### src/rtl/nib_bank_regs.sv
module nib_bank_regs (
  input  logic        clk,
  input  logic        rst_n,
  input  logic        wr_en,
  input  logic [15:0] wr_addr,
  input  logic [7:0]  wr_data,
  output logic [31:0] prg_slots,
  output logic [63:0] chr_slots,
  output logic        mirror_horiz,
  output logic        stb_reload_lo,
  output logic        stb_reload_hi,
  output logic        stb_ctrl,
  output logic        stb_ack
);
  localparam logic [7:0] LAST_PAGE = 8'hFF;
  localparam logic [7:0] PREV_PAGE = 8'hFE;

  logic [15:0] ra;
  logic [15:0] idx_w;
  logic [2:0]  chr_idx;
  logic        chr_hit;
  logic [7:0]  chr_q [8];
  logic [7:0]  prg_q [2];
  logic        mir_q;

  assign ra      = {wr_addr[15:8], 6'd0, wr_addr[3:2]};
  assign chr_hit = (ra >= 16'hB000) && (ra <= 16'hE003);
  assign idx_w   = (((ra & 16'h0002) | (ra >> 10)) >> 1) + 16'd2;
  assign chr_idx = idx_w[2:0];

  logic unused_bits;
  assign unused_bits = ^{wr_addr[7:4], wr_addr[1:0], idx_w[15:3]};

  always_ff @(posedge clk) begin
    if (!rst_n) begin
      for (int i = 0; i < 4; i++) chr_q[i] <= 8'hFF;
      for (int i = 4; i < 8; i++) chr_q[i] <= 8'(i);
      prg_q[0] <= 8'd0;
      prg_q[1] <= 8'd1;
      mir_q    <= 1'b0;
    end else if (wr_en) begin
      if (chr_hit) begin
        if (ra[0]) chr_q[chr_idx][7:4] <= wr_data[3:0];
        else       chr_q[chr_idx][3:0] <= wr_data[3:0];
      end else begin
        case (ra[15:12])
          4'h8: prg_q[0] <= wr_data;
          4'hA: prg_q[1] <= wr_data;
          4'h9: mir_q    <= wr_data[0];
          default: ;
        endcase
      end
    end
  end

  assign prg_slots     = {LAST_PAGE, PREV_PAGE, prg_q[1], prg_q[0]};
  assign mirror_horiz  = mir_q;
  assign stb_reload_lo = wr_en && (ra == 16'hF000);
  assign stb_reload_hi = wr_en && (ra == 16'hF001);
  assign stb_ctrl      = wr_en && (ra == 16'hF002);
  assign stb_ack       = wr_en && (ra == 16'hF003);

  for (genvar n = 0; n < 8; n++) begin : g_chr
    assign chr_slots[n*8 +: 8] = chr_q[n];

    p_low_nib_r3: assert property (@(posedge clk) disable iff (!rst_n)
      (wr_en && chr_hit && chr_idx == 3'(n) && !ra[0])
      |=> (chr_slots[n*8 +: 4] == $past(wr_data[3:0])) && $stable(chr_slots[n*8+4 +: 4]));

    p_high_nib_r3: assert property (@(posedge clk) disable iff (!rst_n)
      (wr_en && chr_hit && chr_idx == 3'(n) && ra[0])
      |=> (chr_slots[n*8+4 +: 4] == $past(wr_data[3:0])) && $stable(chr_slots[n*8 +: 4]));

    p_idle_hold_r9: assert property (@(posedge clk) disable iff (!rst_n)
      !wr_en |=> $stable(chr_slots[n*8 +: 8]));
  end

  p_strobe_onehot_r7: assert property (@(posedge clk) disable iff (!rst_n)
    $onehot0({stb_ack, stb_ctrl, stb_reload_hi, stb_reload_lo}));

  p_prg0_load_r4: assert property (@(posedge clk) disable iff (!rst_n)
    (wr_en && wr_addr[15:12] == 4'h8) |=> prg_slots[7:0] == $past(wr_data));

  p_mirror_hold_r5: assert property (@(posedge clk) disable iff (!rst_n)
    !(wr_en && wr_addr[15:12] == 4'h9) |=> $stable(mirror_horiz));

  p_no_idle_strobe_r9: assert property (@(posedge clk) disable iff (!rst_n)
    !wr_en |-> !(stb_ack || stb_ctrl || stb_reload_hi || stb_reload_lo));
endmodule

### config.mk
export PLATFORM = sky130hd
export DESIGN_NAME = nib_bank_regs
export DESIGN_NICKNAME = d
export VERILOG_FILES = /design/src/rtl/nib_bank_regs.sv
export SDC_FILE = /design/constraint.sdc
export NUM_CORES = 1
export LEC_CHECK = 0
export ABC_AREA = 1
export ABC_CLOCK_PERIOD_IN_PS = 1500
export CORE_MARGIN = 2
export CORE_UTILIZATION = 49
export DETAILED_ROUTE_END_ITERATION = 12
export DONT_BUFFER_PORTS = 1
export PLACE_DENSITY = 0.69
export SYNTH_ARGS = -nofsm -noshare
export SYNTH_HDL_FRONTEND = slang
export SYNTH_SLANG_ARGS = --single-unit
### constraint.sdc
create_clock -name clk -period 1.5 [get_ports clk]
set_input_delay 0.15 -clock clk [delete_from_list [all_inputs] [get_ports clk]]
set_output_delay 0.15 -clock clk [all_outputs]
set_load 0.01 [all_outputs]
### After elaboration in Yosys (flattened, before gate mapping)

Memories as Yosys holds them, arrays and structs flattened.
Cells that the tools add are included.
W data, S select, Z words.

* add/sub/neg operators: 1
* multipliers: 0
* divide/modulo/power cells: 0
* order comparisons: 2
* eq/ne operators: 7
* shifts and indexed selects: 0
* mux-type cells: 26
* bitwise gates (word level): 4
* reductions and logical operators: 7

Operators by type and width (count)
* $eq A10 B10 Y1 const B: 4
* $mux W8: 3
* $mux W1: 21
* $ge A16 B16 Y1 const B: 1
* $le A16 B16 Y1 const B: 1
* $eq A4 B4 Y1 const B: 3
* $reduce_or A8 Y1: 1
* $logic_and A1 B1 Y1: 5
* $or A2 B4 Y4: 1
* $add A3 B2 Y3 const B: 1
* $mux W3: 1
* $reduce_and A3 Y1: 1
* $mux W2: 1
* $or A1 B1 Y1: 2
* $not A1 Y1: 1

* register bits: 1
* bits in latches: 0
* bits in writable memories: 80
* bits in read-only memories: 0
* input bits: 27
* output and inout bits: 101
* word-level logic and storage cells: 50
* memories kept: 2

Memories
* chr_q: depth 8, width 8, rd ports 8, clocked after Yosys merged registers in 0, write ports 8, line 22 `logic [7:0] chr_q [8];`
* prg_q: depth 2, width 8, rd ports 2, clocked after Yosys merged registers in 0, write ports 2, line 23 `logic [7:0] prg_q [2];`

### Logic depth before layout (Yosys ltp)

Gate-level depths: netlist of the first run.

* depth after elaboration: 8
* mapped depth: 9
* depth with buffers taken out: 9

### Worst setup path after synthesis of the first run

No wires, ideal clock.

* kind: input to register
* start: in wr_addr[8]
* end: mem chr_q[2][4], enable pin
* library setup time: 0.308 ns
* data arrival time: 1.111 ns
* required time: 1.192 ns
* path slack: 0.081 ns
* stages: 8
* buffers on the path: 1
* cells stage by stage: nor2_1 nand2_1 nand2_1 nand3_2 nor3_4 buf_6 nand2_1 nand2_1

RTL lines
* start, declared: line 5 `input logic [15:0] wr_addr,`
* end, declared: line 22

### Worst setup path after layout of the first run

* start: in wr_addr[13]
* end: reg mir_q, in the netlist mirror_horiz

* longest elaborated chain between the ends: 4
* elaborated cells between the ends (all ways): 6
* classes of those cells: 2 x order compare; 1 x eq/ne; 1 x bitwise; 2 x reduce/logical

Ends and longest elaborated chain
* $ge A16 B16 Y1 or $le A16 B16 Y1 (tied branches): line 27 `assign chr_hit = (ra >= 16'hB000) && (ra <= 16'hE003);`
* $logic_and A1 B1 Y1: line 27
* $not A1 Y1 (no line)
* $reduce_and A3 Y1 (no line) *
* end signal, assigned: line 49 `4'h9: mir_q <= wr_data[0];`
* end, declared: line 24 `logic mir_q;`

Mark *: on every way between the ends. The rest lies on a longest branch, timed or not.
A chain may end at the register's enable or synchronous reset.

==> flow_results.xml, run 1 <==
<?xml version="1.0" encoding="UTF-8"?>
<metrics>
  <group name="run_status">
    <metric name="outcome" unit="">finished, final reports clean</metric>
  </group>
  <group name="sta">
    <metric name="final_setup_skew" unit="ns">0</metric>
    <metric name="worst_slack_setup_final" unit="ns">0.2975</metric>
    <metric name="report.final.slew_viol_count" unit="">0</metric>
    <metric name="unrepaired_setup_endpoints_after_global_routing" unit="">false</metric>
    <metric name="min_period" unit="ns">1.202</metric>
    <metric name="finalSetupViolations" unit="">0</metric>
    <metric name="setup_total_negative_slack" unit="ns">0</metric>
    <metric name="max_freq" unit="MHz">831.6</metric>
    <metric name="fin_crit_sh" unit="%">80.17</metric>
    <metric name="finalHoldViolCount" unit="">0</metric>
    <metric name="timing.max_slew.rel_slack" unit="%">65.15</metric>
    <metric name="worst_pin_slew" unit="ns">0.5180</metric>
  </group>
  <group name="cts">
    <metric name="cts.reportedPaths.clkPinSlew" unit="ns">0.08</metric>
    <metric name="tritoncts" unit="">built</metric>
    <metric name="cts_buffers" unit="">9</metric>
    <metric name="clock-root-buffer" unit="">clkbuf_8</metric>
    <metric name="clock_path_buffers" unit="">2</metric>
    <metric name="h-tree-depth" unit="">3</metric>
    <metric name="cts_post_setup_buffers_inserted" unit="">0</metric>
    <metric name="cts_sinks" unit="">81</metric>
    <metric name="clock_insertion_delay_worst_skew" unit="ns">0.34</metric>
  </group>
  <group name="die">
    <metric name="design.core.area" unit="sq um">6719</metric>
    <metric name="floorplan.die.height" unit="um">86.90</metric>
    <metric name="top_level_ports" unit="">128</metric>
    <metric name="initial_standard_cell_utilization_of_the_core" unit="%">50.11</metric>
    <metric name="placementRows" unit="">30</metric>
    <metric name="die-width" unit="um">86.90</metric>
    <metric name="floorplan.die_area" unit="sq um">7551</metric>
  </group>
  <group name="pwr">
    <metric name="cellPowerDensity" unit="nW/um^2">1300</metric>
    <metric name="ir_drop" unit="V">0.0004765</metric>
    <metric name="p_leak" unit="nW">1.459</metric>
  </group>
  <group name="place">
    <metric name="detailed_place_hpwl" unit="um">4662</metric>
    <metric name="numPortBuffers" unit="">0</metric>
    <metric name="placement.setup.worst_slack" unit="ns">0.01911</metric>
    <metric name="gp_congestion" unit="">0.8254</metric>
    <metric name="dpl_cell_area" unit="sq um">3548</metric>
  </group>
  <group name="critical_path">
    <metric name="critPathCaptureType" unit="">register</metric>
    <metric name="timing.setup.critical_path_class" unit="">in -&gt; reg</metric>
    <metric name="rr_startpoint" unit="">mirror_horiz</metric>
    <metric name="maximum_net_fanout_on_the_critical_path" unit="">4</metric>
    <metric name="setup.reg_to_reg.worst_slack" unit="ns">0.82</metric>
    <metric name="data_arrival_critical_path" unit="ns">1.49</metric>
    <metric name="critical_path.reg2reg.endpoint" unit="">mirror_horiz</metric>
    <metric name="cp_data_required_time" unit="ns">1.78</metric>
    <metric name="worst_setup_path_start_kind" unit="">primary input</metric>
    <metric name="depth_of_the_most_critical_reg_to_reg_path" unit="">4</metric>
  </group>
  <group name="grt">
    <metric name="antenna_found_initial" unit="">0</metric>
    <metric name="wire_length_of_the_first_global_routing_pass" unit="um">9742</metric>
    <metric name="gr-usage-all-layers" unit="%">17.97</metric>
    <metric name="largest_net_degree_at_the_start_of_global_routing" unit="">25</metric>
    <metric name="first_global_vias" unit="">1869</metric>
    <metric name="globalRouteOverflowTotal" unit="">0</metric>
  </group>
  <group name="layout">
    <metric name="layout.cells.most_common_list" unit="">edfxtp_1, nand2_1, nor2_1</metric>
    <metric name="drive_gt1_share" unit="%">14.33</metric>
    <metric name="num_antenna_cells" unit="">0</metric>
    <metric name="layout_commonest_cell" unit="">edfxtp_1</metric>
    <metric name="stdcell_area" unit="sq um">3844</metric>
    <metric name="areaGrowthSynthToFinish" unit="%">14.16</metric>
    <metric name="net_count_final" unit="">336</metric>
    <metric name="number_of_inserted_filler_cells_in_the_final_layout" unit="">547</metric>
  </group>
  <group name="synthesis">
    <metric name="synth.yosys.seq_area_share" unit="%">71.94</metric>
    <metric name="synth_async_sr_flop_share" unit="%">0</metric>
    <metric name="synth.yosys.warnings" unit="">0</metric>
    <metric name="synth-edff-count" unit="">80</metric>
    <metric name="syn-instance-count" unit="">284</metric>
    <metric name="synth.avg_cell_area" unit="sq um">11.86</metric>
    <metric name="synth.top_cells.by_area" unit="">edfxtp_1, nand3_1, nand2_1</metric>
    <metric name="synth_ff_type" unit="">edfxtp_1</metric>
    <metric name="netlist.top_cell.by_area" unit="">edfxtp_1</metric>
    <metric name="yosysTopAreaCellShare" unit="%">71.35</metric>
    <metric name="syn_area" unit="sq um">3367</metric>
    <metric name="synth-seq-cells" unit="">81</metric>
    <metric name="post_synth_num_cell_types" unit="">22</metric>
  </group>
  <group name="detailed_routing">
    <metric name="route.detailed.vias_per_inst" unit="">5.211</metric>
    <metric name="detail_route.wl_per_cell" unit="um">16.67</metric>
    <metric name="vias" unit="">2053</metric>
    <metric name="drtIter0Drc" unit="">121</metric>
    <metric name="drtAntennaViolNets" unit="">0</metric>
    <metric name="drt-pass1-iter-count" unit="">5</metric>
    <metric name="routed_wl" unit="um">6569</metric>
    <metric name="route.detailed.drc" unit="">0</metric>
  </group>
  <group name="hold_path">
    <metric name="worstHoldStart" unit="">wr_en</metric>
    <metric name="whs_path_depth" unit="">4</metric>
    <metric name="worstHoldPathType" unit="">in -&gt; reg</metric>
    <metric name="hold-path-endpoint" unit="">mirror_horiz</metric>
  </group>
  <group name="job">
    <metric name="cap_violations" unit="">0</metric>
  </group>
</metrics>
## worst max-delay path: stages
cell,delay [ns]
nand2_1,0.07
a21oi_1,0.22
nand3_2,0.13
buf_4,0.15
nand4_1,0.06
nand2_1,0.06
dlygate4sd3_1,0.56
nor2_1,0.09
## timing repair
item                      CTS  global route
hold buffers                3             0
resized for setup           0             0
hold endpoints to repair    2             0
## metal layers
metal	track usage [%]	vias up	share of wire, %
met4	8.807	0	2.0
met5	0	-	0
li1	-	979	-
met1	21.69	958	41
met3	4.834	13	5.6
met2	29.77	103	52
## kinds of logic (layout without fill, tap and decap cells)
group           count (synthesis)  in the layout  synth area share [%]
compound gates                  2              2                0.2970
simple gates                  151            151                 19.96
flops                          81             81                 71.94
other cells                     2             16                0.2230
buf+inv                        48             64                 7.580
## registers in the layout (all words and copies together), names as in the netlist
| register | count |
|---|---|
| prg_q | 16 |
| mirror_horiz | 1 |
| chr_q | 64 |
## report_power, final
part	switching [mW]	total [mW]	leakage, nW	internal, mW
sequential	0.116	2.72	0.793	2.61
clock	0.778	2.05	0.130	1.28
combinational	0.158	0.217	0.536	0.0587
total	1.05	5.00	1.46	3.94
## stage by stage
step | total power [mW] | hold WS (ns) | instances | util (%)
after floorplan | 2.931 | 0.3538 | 298 | -
after global placement | 2.980 | 0.2823 | 375 | 52.81
after detailed placement | 2.991 | 0.2852 | 375 | 52.81
after CTS | 5.021 | 0.01260 | 394 | 57.21
after global routing | 5.141 | 0.01509 | 394 | 57.21
final | 4.995 | 0.02807 | 394 | 57.21
## worst max path at each step
stage           startpoint            to  slack, ns  cells after the start
2_1_floorplan   wr_addr[8]   chr_q[2][4]       0.08                      8
6_report       wr_addr[13]  mirror_horiz       0.30                      8
3_3_place_gp    wr_addr[8]   chr_q[7][6]       0.06                      8
4_1_cts        wr_addr[13]  mirror_horiz       0.32                      8
3_5_place_dp   wr_addr[13]   chr_q[7][5]       0.02                      7
5_1_grt        wr_addr[13]  mirror_horiz       0.21                      8
## area by class of cell
type	count	area [sq um]	area share, %
clock buffers	9	123.9	3.223
clock inverters	7	141.4	3.678
inverters	21	78.83	2.051
multi-input cells	169	742.0	19.30
flip-flops and latches	81	2422	63.02
well taps	80	100.1	2.604
repair buffers	27	235.2	6.120
## cells in the mapped netlist (2+ instances only)
master	n
edfxtp_1	80
nand2_1	52
nor2_1	43
nand3_1	39
inv_1	19
buf_4	17
and2_1	8
clkbuf_1	6
nand4_1	4
buf_2	3
conb_1	2
Note: power is estimated with default switching activity, not from simulation.
==> run 2, diff against run 1 <==
- ABC_CLOCK_PERIOD_IN_PS: 1500 -> 1000
- PLACE_DENSITY: 0.69 -> 0.71
- clock period: 1.5 -> 1 ns (I/O delays scaled with it)
==> flow_results.xml, run 2 (same netlist as run 1, synthesis figures left out) <==
<?xml version="1.0" encoding="UTF-8"?>
<metrics>
  <group name="sta">
    <metric name="hold_slack" unit="ns">-0.1266</metric>
    <metric name="finalHoldViolCount" unit="">26</metric>
    <metric name="max_freq" unit="MHz">1030</metric>
    <metric name="report.final.slew_viol_count" unit="">0</metric>
    <metric name="finalSetupViolations" unit="">0</metric>
    <metric name="fin_crit_sh" unit="%">97.09</metric>
    <metric name="unrepaired_setup_endpoints_after_global_routing" unit="">true</metric>
    <metric name="min_period" unit="ns">0.9709</metric>
    <metric name="worst_slack_setup_final" unit="ns">0.02908</metric>
    <metric name="final_setup_skew" unit="ns">0</metric>
  </group>
  <group name="layout">
    <metric name="layout.cells.most_common_list" unit="">edfxtp_1, nor2_1, buf_4</metric>
    <metric name="layout_commonest_cell" unit="">edfxtp_1</metric>
    <metric name="drive_gt1_share" unit="%">33.04</metric>
    <metric name="number_of_inserted_filler_cells_in_the_final_layout" unit="">510</metric>
    <metric name="net_count_final" unit="">364</metric>
    <metric name="largest_reg_flops" unit="">64</metric>
    <metric name="num_antenna_cells" unit="">0</metric>
    <metric name="registers.top_by_ff_count" unit="">chr_q</metric>
    <metric name="fin_cells" unit="">422</metric>
    <metric name="areaGrowthSynthToFinish" unit="%">28.09</metric>
  </group>
  <group name="cts">
    <metric name="h-tree-depth" unit="">3</metric>
    <metric name="total_of_hold_buffers_inserted_after_clock_tree_synthesis" unit="">8</metric>
    <metric name="clock_path_buffers" unit="">2</metric>
    <metric name="clock_insertion_delay_worst_skew" unit="ns">0.34</metric>
    <metric name="cts.reportedPaths.clkPinSlew" unit="ns">0.08</metric>
    <metric name="cts_buffers" unit="">9</metric>
    <metric name="cts_sinks" unit="">81</metric>
    <metric name="clock-root-buffer" unit="">clkbuf_8</metric>
    <metric name="tritoncts" unit="">built</metric>
  </group>
  <group name="critical_path">
    <metric name="critPathCaptureType" unit="">register</metric>
    <metric name="maximum_net_fanout_on_the_critical_path" unit="">10</metric>
    <metric name="crit_family" unit="">buffers and inverters</metric>
    <metric name="data_arrival_critical_path" unit="ns">1.06</metric>
    <metric name="cp_data_required_time" unit="ns">1.09</metric>
    <metric name="critical-path-slowest-cell" unit="">a21oi_2</metric>
    <metric name="worst_setup_path_start_kind" unit="">primary input</metric>
    <metric name="critPathMaxStageDelay" unit="ns">0.20</metric>
    <metric name="timing.critical_path.buf_inv" unit="">3</metric>
    <metric name="timing.setup.critical_path_class" unit="">in -&gt; reg</metric>
    <metric name="crit_chain" unit="">nand2_4 &gt; a21oi_2 &gt; nand3_4 &gt; nor3_4 &gt; buf_6 &gt; buf_12 &gt; clkbuf_16 &gt; nand3_1</metric>
  </group>
  <group name="detailed_routing">
    <metric name="routed_wl" unit="um">7369</metric>
    <metric name="route.detailed.drc" unit="">0</metric>
    <metric name="drtAntennaViolNets" unit="">0</metric>
    <metric name="drtIter0Drc" unit="">97</metric>
    <metric name="route.detailed.vias_per_inst" unit="">5.263</metric>
    <metric name="detail_route.wl_per_cell" unit="um">17.46</metric>
    <metric name="drt-pass1-iter-count" unit="">4</metric>
    <metric name="vias" unit="">2221</metric>
  </group>
  <group name="run_status">
    <metric name="failed_checks" unit="">negative hold slack</metric>
    <metric name="outcome" unit="">complete, but fails checks</metric>
  </group>
  <group name="die">
    <metric name="die-width" unit="um">86.90</metric>
    <metric name="design.core.area" unit="sq um">6719</metric>
    <metric name="initial_standard_cell_utilization_of_the_core" unit="%">50.11</metric>
    <metric name="top_level_ports" unit="">128</metric>
    <metric name="floorplan.die_area" unit="sq um">7551</metric>
    <metric name="floorplan.die.height" unit="um">86.90</metric>
    <metric name="placementRows" unit="">30</metric>
  </group>
  <group name="pwr">
    <metric name="intPower" unit="mW">5.268</metric>
    <metric name="report.power.total" unit="mW">6.901</metric>
    <metric name="clock_power_share" unit="%">33.9</metric>
    <metric name="share_comb_of_total_power" unit="%">6.9</metric>
    <metric name="p_leak" unit="nW">1.673</metric>
    <metric name="seq_power_share" unit="%">59.2</metric>
    <metric name="ir_drop" unit="V">0.0006362</metric>
    <metric name="netSwitchingPower" unit="mW">1.633</metric>
    <metric name="cellPowerDensity" unit="nW/um^2">1600</metric>
    <metric name="switching_share" unit="%">23.66</metric>
  </group>
  <group name="grt">
    <metric name="first_global_vias" unit="">2178</metric>
    <metric name="wire_length_of_the_first_global_routing_pass" unit="um">11120</metric>
    <metric name="globalRouteOverflowTotal" unit="">0</metric>
    <metric name="gr-usage-all-layers" unit="%">20.13</metric>
    <metric name="largest_net_degree_at_the_start_of_global_routing" unit="">23</metric>
    <metric name="antenna_found_initial" unit="">0</metric>
  </group>
  <group name="hold_path">
    <metric name="worstHoldPathType" unit="">in -&gt; reg</metric>
  </group>
  <group name="place">
    <metric name="placement.setup.worst_slack" unit="ns">-0.4663</metric>
    <metric name="placed_cells_incl_taps" unit="">394</metric>
    <metric name="detailed_place_hpwl" unit="um">4978</metric>
    <metric name="gp_congestion" unit="">0.7773</metric>
    <metric name="numPortBuffers" unit="">0</metric>
  </group>
  <group name="job">
    <metric name="cap_violations" unit="">0</metric>
  </group>
</metrics>
## run 2: path summary, 6_finish.rpt
check / startpoint / end / slack [ns] / depth (start not counted)
max: wr_addr[13] / chr_q[3][7] / 0.03 / 8
min: rst_n / mirror_horiz / -0.13 / 2
max reg2reg: mirror_horiz / mirror_horiz / 0.29 / 4
min reg2reg: mirror_horiz / mirror_horiz / 0.59 / 4
## run 2: power by group through the flow
stage / combinational (mW) / clock [mW] / sequential, mW
after global routing: 0.521 / 2.49 / 4.11
after CTS: 0.447 / 2.34 / 4.09
after floorplan: 0.302 / 0 / 4.13
after global placement: 0.410 / 0 / 4.16
final: 0.478 / 2.34 / 4.09
after detailed placement: 0.419 / 0 / 4.17
## run 2: layer usage
metal / up-vias / part of all wire, % / GRT usage, %
li1: 1036 / - / -
met5: - / 0 / 0
met3: 14 / 6.9 / 5.118
met4: 0 / 2.1 / 9.375
met1: 1064 / 37 / 23.52
met2: 107 / 54 / 34.70
## run 2: cell type report
cell class                      instances  area (sq um)  area share, %
Sequential cell                        81          2422          56.16
Timing Repair Buffer                   55         571.8          13.26
Clock inverter                          6         68.82          1.596
Inverter                               21         78.83          1.828
Multi-Input combinational cell        169         943.4          21.87
Clock buffer                           10         127.6          2.959
Tap cell                               80         100.1          2.321
## run 2: worst register-to-register path: cells and delay by family, from the launching register on
kind                   cells  cell delay [ns]
DFF                        1             0.42
and+or+nand+nor            2             0.14
buffers and inverters      2             0.09
## run 2: per-stage QoR
| stage | area [sq um] | hold WS (ns) | util (%) | TNS (ns) |
|---|---|---|---|---|
| final | 4313 | -0.1266 | 64.19 | 0 |
| after CTS | 4169 | -0.1428 | 62.05 | 0 |
| after detailed placement | 3885 | 0.2317 | 57.82 | -40.63 |
| after floorplan | 3571 | 0.3038 | - | -21.46 |
| after global routing | 4313 | -0.1368 | 64.19 | -0.2641 |
| after global placement | 3885 | 0.2300 | 57.82 | -36.53 |
## run 2: repair_timing
item                                   in CTS  in global routing
setup endpoints to repair                  33                 45
pin swaps                                   1                  1
endpoints found under the hold margin      40                 41
setup buffers                               1                  1
gates cloned                                0                  2
gates resized for setup                     0                 19
==> run 3, diff against run 2 <==
- CORE_UTILIZATION: 49 -> 56
- PLACE_DENSITY: 0.71 -> 0.79
==> flow_results.xml, run 3 (same netlist as run 1, synthesis figures left out) <==
<?xml version="1.0" encoding="UTF-8"?>
<metrics>
  <group name="grt">
    <metric name="largest_net_degree_at_the_start_of_global_routing" unit="">23</metric>
    <metric name="globalRouteOverflowTotal" unit="">0</metric>
    <metric name="wire_length_of_the_first_global_routing_pass" unit="um">11120</metric>
    <metric name="gr-usage-all-layers" unit="%">23.11</metric>
    <metric name="first_global_vias" unit="">2207</metric>
    <metric name="antenna_found_initial" unit="">0</metric>
  </group>
  <group name="layout">
    <metric name="registers.top_by_ff_count" unit="">chr_q</metric>
    <metric name="layout.cells.most_common_list" unit="">edfxtp_1, buf_4, nor2_1</metric>
    <metric name="areaGrowthSynthToFinish" unit="%">29.36</metric>
    <metric name="drive_gt1_share" unit="%">35.26</metric>
    <metric name="stdcell_area" unit="sq um">4355</metric>
    <metric name="net_count_final" unit="">368</metric>
    <metric name="num_antenna_cells" unit="">0</metric>
    <metric name="layout_commonest_cell" unit="">edfxtp_1</metric>
    <metric name="largest_reg_flops" unit="">64</metric>
  </group>
  <group name="critical_path">
    <metric name="worst_setup_path_startpoint" unit="">wr_addr[8]</metric>
    <metric name="critPathMaxStageDelay" unit="ns">0.18</metric>
    <metric name="critical-path-slowest-cell" unit="">buf_6</metric>
    <metric name="depth_of_the_most_critical_reg_to_reg_path" unit="">4</metric>
    <metric name="cp_data_required_time" unit="ns">1.07</metric>
    <metric name="timing.critical_path.buf_inv" unit="">2</metric>
    <metric name="path_depth" unit="">9</metric>
    <metric name="rr_startpoint" unit="">mirror_horiz</metric>
    <metric name="worst_setup_path_start_kind" unit="">primary input</metric>
    <metric name="critical_path.reg2reg.endpoint" unit="">mirror_horiz</metric>
    <metric name="crit_chain" unit="">nor2_4 &gt; nand2_2 &gt; nand2_2 &gt; nand3_4 &gt; nor3_4 &gt; buf_6 &gt; buf_12 &gt; nand2_2 &gt; nand2_4</metric>
    <metric name="timing.setup.critical_path_class" unit="">in -&gt; reg</metric>
    <metric name="crit_path_frequent_cell" unit="">nand2_2</metric>
    <metric name="cp-endpoint" unit="">chr_q[3][5]</metric>
    <metric name="setup.reg_to_reg.worst_slack" unit="ns">0.30</metric>
    <metric name="data_arrival_critical_path" unit="ns">1.10</metric>
    <metric name="crit_family" unit="">simple AND/OR/NAND/NOR gates</metric>
    <metric name="maximum_net_fanout_on_the_critical_path" unit="">7</metric>
    <metric name="critPathCaptureType" unit="">register</metric>
  </group>
  <group name="sta">
    <metric name="hold_slack" unit="ns">-0.1170</metric>
    <metric name="worst_slack_setup_final" unit="ns">-0.02833</metric>
    <metric name="fin_crit_sh" unit="%">102.8</metric>
    <metric name="unrepaired_setup_endpoints_after_global_routing" unit="">true</metric>
    <metric name="max_freq" unit="MHz">972.4</metric>
    <metric name="finalHoldViolCount" unit="">38</metric>
    <metric name="setup_total_negative_slack" unit="ns">-0.3462</metric>
    <metric name="report.final.slew_viol_count" unit="">0</metric>
    <metric name="finalSetupViolations" unit="">16</metric>
    <metric name="min_period" unit="ns">1.028</metric>
    <metric name="final_setup_skew" unit="ns">0</metric>
  </group>
  <group name="detailed_routing">
    <metric name="drtAntennaViolNets" unit="">0</metric>
    <metric name="route.detailed.vias_per_inst" unit="">5.309</metric>
    <metric name="route.detailed.drc" unit="">0</metric>
    <metric name="drt-pass1-iter-count" unit="">4</metric>
    <metric name="detail_route.wl_per_cell" unit="um">18.19</metric>
    <metric name="drtIter0Drc" unit="">164</metric>
    <metric name="vias" unit="">2235</metric>
    <metric name="routed_wl" unit="um">7660</metric>
  </group>
  <group name="hold_path">
    <metric name="worstHoldPathType" unit="">in -&gt; reg</metric>
  </group>
  <group name="place">
    <metric name="numPortBuffers" unit="">0</metric>
    <metric name="detailed_place_hpwl" unit="um">5175</metric>
    <metric name="gp_congestion" unit="">0.8356</metric>
    <metric name="dpl_cell_area" unit="sq um">3874</metric>
    <metric name="placement.setup.worst_slack" unit="ns">-0.4784</metric>
  </group>
  <group name="pwr">
    <metric name="netSwitchingPower" unit="mW">1.634</metric>
    <metric name="share_comb_of_total_power" unit="%">6.9</metric>
    <metric name="clock_power_share" unit="%">36.0</metric>
    <metric name="intPower" unit="mW">5.530</metric>
    <metric name="switching_share" unit="%">22.80</metric>
    <metric name="ir_drop" unit="V">0.0008476</metric>
    <metric name="seq_power_share" unit="%">57.1</metric>
    <metric name="cellPowerDensity" unit="nW/um^2">1645</metric>
    <metric name="p_leak" unit="nW">1.681</metric>
  </group>
  <group name="cts">
    <metric name="cts.reportedPaths.clkPinSlew" unit="ns">0.08</metric>
    <metric name="total_of_hold_buffers_inserted_after_clock_tree_synthesis" unit="">8</metric>
    <metric name="clock_path_buffers" unit="">2</metric>
    <metric name="tritoncts" unit="">built</metric>
    <metric name="clock_insertion_delay_worst_skew" unit="ns">0.33</metric>
    <metric name="clock-root-buffer" unit="">clkbuf_8</metric>
    <metric name="cts_buffers" unit="">9</metric>
    <metric name="h-tree-depth" unit="">3</metric>
    <metric name="cts_sinks" unit="">81</metric>
  </group>
  <group name="die">
    <metric name="initial_standard_cell_utilization_of_the_core" unit="%">57.55</metric>
    <metric name="floorplan.die_area" unit="sq um">6649</metric>
    <metric name="design.core.area" unit="sq um">5851</metric>
    <metric name="placementRows" unit="">28</metric>
    <metric name="die-width" unit="um">81.54</metric>
    <metric name="top_level_ports" unit="">128</metric>
    <metric name="floorplan.die.height" unit="um">81.54</metric>
  </group>
  <group name="run_status">
    <metric name="outcome" unit="">complete, but fails checks</metric>
    <metric name="failed_checks" unit="">negative hold slack, negative setup slack</metric>
  </group>
  <group name="job">
    <metric name="cap_violations" unit="">0</metric>
  </group>
</metrics>
[run 3: cell count changes in the layout (fill, tap and decap cells not counted)]
cell,previous run,this run
nor2_2,4,5
inv_6,0,1
inv_1,14,13
clkinv_4,3,2
a21oi_4,0,1
a21oi_2,1,0
nor2_1,37,36
buf_12,8,6
nand2_1,28,25
bufinv_16,1,2
buf_4,36,42
nand2_2,14,17
[run 3: area by class of cell]
| cell class | count | area (sq um) |
|---|---|---|
| Timing Repair Buffer | 59 | 576.8 |
| Inverter | 21 | 83.83 |
| Sequential cell | 81 | 2422 |
| Fill cell | 381 | 1495 |
| Tap cell | 75 | 93.84 |
| Clock buffer | 10 | 127.6 |
| Clock inverter | 6 | 90.09 |
| Multi-Input combinational cell | 169 | 960.9 |
[run 3: how the worst min path moves through the flow]
stage               cells after the start  slack [ns]  startpoint           end
floorplan                               1        0.30  wr_data[0]   prg_q[0][0]
global placement                        2        0.23       rst_n  mirror_horiz
detailed placement                      2        0.23       rst_n  mirror_horiz
CTS                                     2       -0.13       rst_n  mirror_horiz
global route                            2       -0.12       rst_n  mirror_horiz
finish                                  2       -0.12       rst_n  mirror_horiz
[run 3: timing repair]
| item | CTS | global route |
|---|---|---|
| hold endpoints to repair | 40 | 47 |
| endpoints found under the setup margin | 49 | 67 |
| cloned | 0 | 2 |
| buffers inserted | 2 | 3 |
| pin swaps | 1 | 9 |
| gates resized for setup | 2 | 25 |
[run 3: through the flow]
| step | power [mW] | cells | util, % | hold slack, ns |
|---|---|---|---|---|
| final | 7.164 | 421 | 74.44 | -0.1170 |
| after detailed placement | 4.598 | 390 | 66.21 | 0.2301 |
| after global placement | 4.569 | 390 | 66.21 | 0.2324 |
| after CTS | 7.148 | 416 | 71.66 | -0.1332 |
| after floorplan | 4.433 | 298 | - | 0.3038 |
| after global routing | 7.375 | 421 | 74.44 | -0.1194 |
[run 3: layer usage]
layer	vias to the layer above	global-route usage, %	share of wire, %
met3	14	4.725	6.6
met5	-	0	0
li1	1050	-	-
met4	0	11.69	1.7
met1	1048	28.47	40
met2	123	38.77	52
[run 3: power by group through the flow]
stage	combinational [mW]	sequential [mW]	clock, mW
2_1_floorplan	0.302	4.13	0
3_3_place_gp	0.407	4.16	0
3_5_place_dp	0.424	4.17	0
4_1_cts	0.454	4.10	2.60
5_1_grt	0.535	4.11	2.73
6_report	0.496	4.09	2.58
